<file path="src/rtl/sram16_word_slave.sv">
module sram16_word_slave #(
  parameter int ADDR_W   = 18,
  parameter int WAIT_CYC = 1,
  parameter int PIPE_LVL = 2
) (
  input  logic              clk,
  input  logic              rst,
  input  logic              cmd_rd,
  input  logic              cmd_wr,
  input  logic [ADDR_W-1:0] cmd_addr,
  input  logic [31:0]       cmd_wdata,
  output logic [31:0]       rd_data,
  output logic [1:0]        rdy_cnt,
  output logic              proto_err,
  output logic [ADDR_W:0]   ram_addr,
  output logic [15:0]       ram_dq_o,
  input  logic [15:0]       ram_dq_i,
  output logic              ram_dq_oe,
  output logic              ram_ce_n,
  output logic              ram_oe_n,
  output logic              ram_we_n
);

  localparam int CW   = (WAIT_CYC > 1) ? $clog2(WAIT_CYC) : 1;
  localparam int THR  = (PIPE_LVL > 1) ? PIPE_LVL - 1 : 0;
  localparam int RLEN = 2 * WAIT_CYC;
  localparam int WLEN = 2 * WAIT_CYC + 1;
  localparam logic [CW-1:0] WLAST = CW'(WAIT_CYC - 1);

  typedef enum logic [1:0] {PH_IDLE, PH_LO, PH_GAP, PH_HI} phase_t;

  phase_t              phase, n_phase;
  logic [CW-1:0]       wcnt, n_wcnt;
  logic                cur_wr, n_wr;
  logic [ADDR_W-1:0]   cur_addr, n_addr;
  logic [31:0]         cur_wdata, n_wdata;
  logic                pend_v, n_pv;
  logic                pend_wr, n_pwr;
  logic [ADDR_W-1:0]   pend_addr, n_paddr;
  logic [31:0]         pend_wdata, n_pwdata;

  int                  left, total;
  logic                half_last, free, accept, violate, n_act;

  assign half_last = (wcnt == WLAST);
  assign free      = (phase == PH_IDLE) || (phase == PH_HI && half_last);
  assign accept    = (cmd_rd ^ cmd_wr) && (rdy_cnt <= 2'(THR)) && !pend_v;
  assign violate   = (cmd_rd | cmd_wr) && !accept;

  always_comb begin
    case (phase)
      PH_LO:   left = (WAIT_CYC - int'(wcnt)) + (cur_wr ? 1 : 0) + WAIT_CYC;
      PH_GAP:  left = 1 + WAIT_CYC;
      PH_HI:   left = WAIT_CYC - int'(wcnt);
      default: left = 0;
    endcase
    total   = left + (pend_v ? (pend_wr ? WLEN : RLEN) : 0);
    rdy_cnt = (total >= 3) ? 2'd3 : 2'(total);
  end

  always_comb begin
    n_phase  = phase;
    n_wcnt   = wcnt;
    n_wr     = cur_wr;
    n_addr   = cur_addr;
    n_wdata  = cur_wdata;
    n_pv     = pend_v;
    n_pwr    = pend_wr;
    n_paddr  = pend_addr;
    n_pwdata = pend_wdata;
    case (phase)
      PH_LO:
        if (half_last) begin
          n_wcnt  = '0;
          n_phase = cur_wr ? PH_GAP : PH_HI;
        end else begin
          n_wcnt = wcnt + 1'b1;
        end
      PH_GAP: n_phase = PH_HI;
      PH_HI:
        if (half_last) begin
          n_wcnt  = '0;
          n_phase = PH_IDLE;
        end else begin
          n_wcnt = wcnt + 1'b1;
        end
      default: ;
    endcase
    if (free && pend_v) begin
      n_phase = PH_LO;
      n_wcnt  = '0;
      n_wr    = pend_wr;
      n_addr  = pend_addr;
      n_wdata = pend_wdata;
      n_pv    = 1'b0;
    end else if (free && accept) begin
      n_phase = PH_LO;
      n_wcnt  = '0;
      n_wr    = cmd_wr;
      n_addr  = cmd_addr;
      n_wdata = cmd_wdata;
    end else if (accept) begin
      n_pv     = 1'b1;
      n_pwr    = cmd_wr;
      n_paddr  = cmd_addr;
      n_pwdata = cmd_wdata;
    end
  end

  assign n_act = (n_phase == PH_LO) || (n_phase == PH_HI);

  always_ff @(posedge clk) begin
    if (rst) begin
      phase      <= PH_IDLE;
      wcnt       <= '0;
      cur_wr     <= 1'b0;
      cur_addr   <= '0;
      cur_wdata  <= '0;
      pend_v     <= 1'b0;
      pend_wr    <= 1'b0;
      pend_addr  <= '0;
      pend_wdata <= '0;
      proto_err  <= 1'b0;
      rd_data    <= '0;
      ram_addr   <= '0;
      ram_dq_o   <= '0;
      ram_dq_oe  <= 1'b0;
      ram_ce_n   <= 1'b1;
      ram_oe_n   <= 1'b1;
      ram_we_n   <= 1'b1;
    end else begin
      phase      <= n_phase;
      wcnt       <= n_wcnt;
      cur_wr     <= n_wr;
      cur_addr   <= n_addr;
      cur_wdata  <= n_wdata;
      pend_v     <= n_pv;
      pend_wr    <= n_pwr;
      pend_addr  <= n_paddr;
      pend_wdata <= n_pwdata;
      proto_err  <= proto_err | violate;
      ram_ce_n   <= (n_phase == PH_IDLE);
      ram_oe_n   <= !(n_act && !n_wr);
      ram_we_n   <= !(n_act && n_wr);
      ram_dq_oe  <= n_act && n_wr;
      ram_addr   <= {n_addr, n_phase == PH_HI};
      ram_dq_o   <= (n_phase == PH_HI) ? n_wdata[31:16] : n_wdata[15:0];
      if (!cur_wr && half_last && phase == PH_LO) rd_data[15:0]  <= ram_dq_i;
      if (!cur_wr && half_last && phase == PH_HI) rd_data[31:16] <= ram_dq_i;
    end
  end

endmodule

</file>
<file path="config.mk">
export PLATFORM = sky130hd
export DESIGN_NAME = sram16_word_slave
export DESIGN_NICKNAME = d
export VERILOG_FILES = /design/src/rtl/sram16_word_slave.sv
export SDC_FILE = /design/constraint.sdc
export NUM_CORES = 1
export LEC_CHECK = 0
export ABC_AREA = 1
export CAP_MARGIN = 25
export CORE_MARGIN = 2
export CORE_UTILIZATION = 35
export DETAILED_ROUTE_END_ITERATION = 6
export GPL_TIMING_DRIVEN = 0
export HOLD_SLACK_MARGIN = 0.02
export PLACE_DENSITY_LB_ADDON = 0.1
export SYNTH_ARGS = -nofsm -noshare
export SYNTH_HDL_FRONTEND = slang
export SYNTH_SLANG_ARGS = --single-unit
</file>
<file path="constraint.sdc">
create_clock -name clk -period 3.1 [get_ports clk]
set_input_delay 0.62 -clock clk [delete_from_list [all_inputs] [get_ports clk]]
set_output_delay 0.62 -clock clk [all_outputs]
set_load 0.005 [all_outputs]
</file>
==> impl_results.md <==
- Sequential area share after synthesis: 47.2%
- Final setup viols: 0
- Max FO, Critical Path: 3
- Die H: 143 µm
- Initial antenna violation count: 0
- DIE WIDTH: 143 µm
- Port bufs: 143
- WP data required: 2.48 ns
- Max Freq: 0.340 GHz
- Vias in the first global route: 5,801
- Multi-input gate area: 2820 µm²
- Worst Setup Path Type: flop to output pin
- CTS sink cnt: 159
- Fin. Hold Viols: 0
- Area Overhead vs Synth: 35.3%
- Commonest non-fill, non-tap cell in the layout: dfxtp_1
- TritonCTS clock tree: built
- EDFF count, synth: 0
- Syn nets: 970
- First-pass GRT wire length: 30,900 µm
- Final WL: 19,200 µm
- Syn avg cell area: 7.55 µm²
- Setup TNS: 0 ns
- Max_cap viols: 0
- FP Rows: 50
- Maximum VDD drop: 0.000522 V
- All-Layer GR Usage: 19.7%
- Starting density of the core: 35.9%
- WL/cell: 14.7 µm
- Total grt overflow: 0
- Total core area: 18,800 µm²
- Slew HR: 56.4%
- Final antenna-violating net count: 0
- Share of the synthesized area in the top cell type: 47.2%
- I/O Pins: 144
- GP Congestion: 0.827
- Critical path startpoint category: flop
- Dominant cells by area after synthesis: dfxtp_1 47%, nand2_1 8.1%, nand3_1 8.0%, nor2_1 6.3%, inv_1 6.2%
- Synth Flop Type: dfxtp_1
- Layout Nets: 1,136
- Mapped Area: 6740 µm²
- Drt pass-1 iters: 5
- H-Tree Depth: 4
- Measured slew at the worst slew-check pin: 0.654 ns
- ANT cells: 0
- Clock transition at path regs: 0.06 ns
- Fin util: 48.6%
- CTS Buf Count: 17
- Post-synth ARST share: 0%
- Clk_lat worst skew: 0.43 ns
- Status: completed
- Syn Inst Count: 893
- Final period util: 94.9%
- Clock buffer depth: 2
- Via count: 6,175
- Leak: 4.21 nW
- Library cells used by synthesis: 26
- DRT iter0 DRCs: 381
- Critical path capture point type: output pin
- Clk_skew: 0.00556 ns
- Pwr Density: 1090 nW/µm²
- Largest net degree at the start of global routing: 17
- RSZ-0062 raised after global routing: false
- Die area: 20,400 µm²
- Filler cells: 1,946
- Minimum clock period: 2.94 ns
- Most frequent cells in the layout: 157 x dfxtp_1, 145 x nand2_1, 141 x clkdlybuf4s50_1
- Worst min path class: flop to flop
- Yosys reg bits: 159
- Register area: 3190 µm²
- Number of vias per cell: 4.73
- CTS root buf: clkbuf_16
- Worst EP arrival: 2.32 ns
- Largest area contributor in the netlist: dfxtp_1
- DRC viols: 0
- Post-DP HPWL: 13,700 µm
- Ys Warns: 0
- Layout cells sized above 1: 12.0%
- Pins Over Slew Limit: 0
path summary, 6_finish.rpt:
check / start / end / slack (ns) / cells after the start
min: pend_wdata[16] / cur_wdata[16] / 0.48 / 2
max reg2reg: phase[1] / ram_addr[6] / 0.29 / 17
min reg2reg: pend_wdata[16] / cur_wdata[16] / 0.48 / 2
max: phase[1] / rdy_cnt[1] / 0.16 / 9
kinds of logic after synthesis:
logic type,share of synthesized area [%]
flip-flops,47.2
AND/OR/NAND/NOR,28.3
adder cells (fa/ha/maj),1.41
AO/OA/AOI/OAI,11.9
buffers and inverters,11.1
through the flow:
stage                     cell area (µm²)  hold WS [ns]  worst slack, ns  total power [W]  instances
after global routing                 9120         0.503           0.0314           0.0107       1305
after detailed placement             8460         0.468           -0.118          0.00769       1270
after global placement               8460         0.459           -0.125          0.00766       1270
after floorplan                      6740         0.459            0.536          0.00603        893
final                                9120         0.480            0.159          0.00991       1305
after CTS                            9120         0.483         0.000538           0.0100       1306
per-layer routing:
layer	vias to the layer above	wire [µm]	global-route usage, %
li1	3196	-	-
met1	2803	9590	27.0
met2	148	8390	30.7
met3	28	779	3.55
met4	0	463	7.50
met5	-	0	0
cell usage after synthesis (2+ instances only):
cell type,n
a21oi_1,21
a21oi_2,29
buf_2,20
buf_4,5
buf_6,7
clkbuf_1,22
dfxtp_1,159
ha_1,6
inv_1,111
inv_2,7
nand2_1,145
nand2_2,2
nand3_1,108
nand3_2,8
nand4_1,33
nor2_1,113
nor2_4,6
o21ai_0,43
o21ai_1,40
or2_2,2
sequential cells by signal, indices dropped and copies added (netlist names):
signal and cells:
cur_wdata 32, pend_wdata 32, rd_data 32, ram_addr 19, pend_addr 18, ram_dq_o 16, phase 2, cur_wr 1
pend_v 1, pend_wr 1, proto_err 1, ram_ce_n 1, ram_dq_oe 1, ram_oe_n 1, ram_we_n 1
report_power, final:
part | total [W] | leakage [nW] | internal, W | switching [W]
logic | 0.00456 | 2.62 | 0.00183 | 0.00273
registers | 0.00318 | 1.30 | 0.00285 | 0.000331
clock network | 0.00217 | 0.286 | 0.00134 | 0.000831
total | 0.00991 | 4.21 | 0.00601 | 0.00389
worst max-delay path, cell delays in order (launching register included):
cell,delay [ns]
dfxtp_4,0.35
inv_2,0.06
ha_2,0.17
nand2_1,0.06
a21oi_2,0.13
ha_2,0.18
fa_2,0.45
nor2_4,0.18
inv_1,0.05
dlygate4sd2_1,0.25
timing repair:
| action | CTS | global route |
|---|---|---|
| pin swaps | 3 | 5 |
| hold buffers | 0 | 0 |
| setup buffers | 5 | 0 |
| gates cloned | 0 | 0 |
| setup endpoints to repair | 2 | 2 |
| gates resized for setup | 9 | 4 |
layout make-up:
class | count | area share, %
Multi-Input combinational cell | 560 | 30.9
Buffer | 54 | 3.27
Timing Repair Buffer | 148 | 16.1
Inverter | 119 | 4.90
Clock inverter | 11 | 1.83
Sequential cell | 159 | 35.0
Tap cell | 234 | 3.21
Clock buffer | 20 | 4.79
Note: power is estimated with default switching activity, not from simulation.
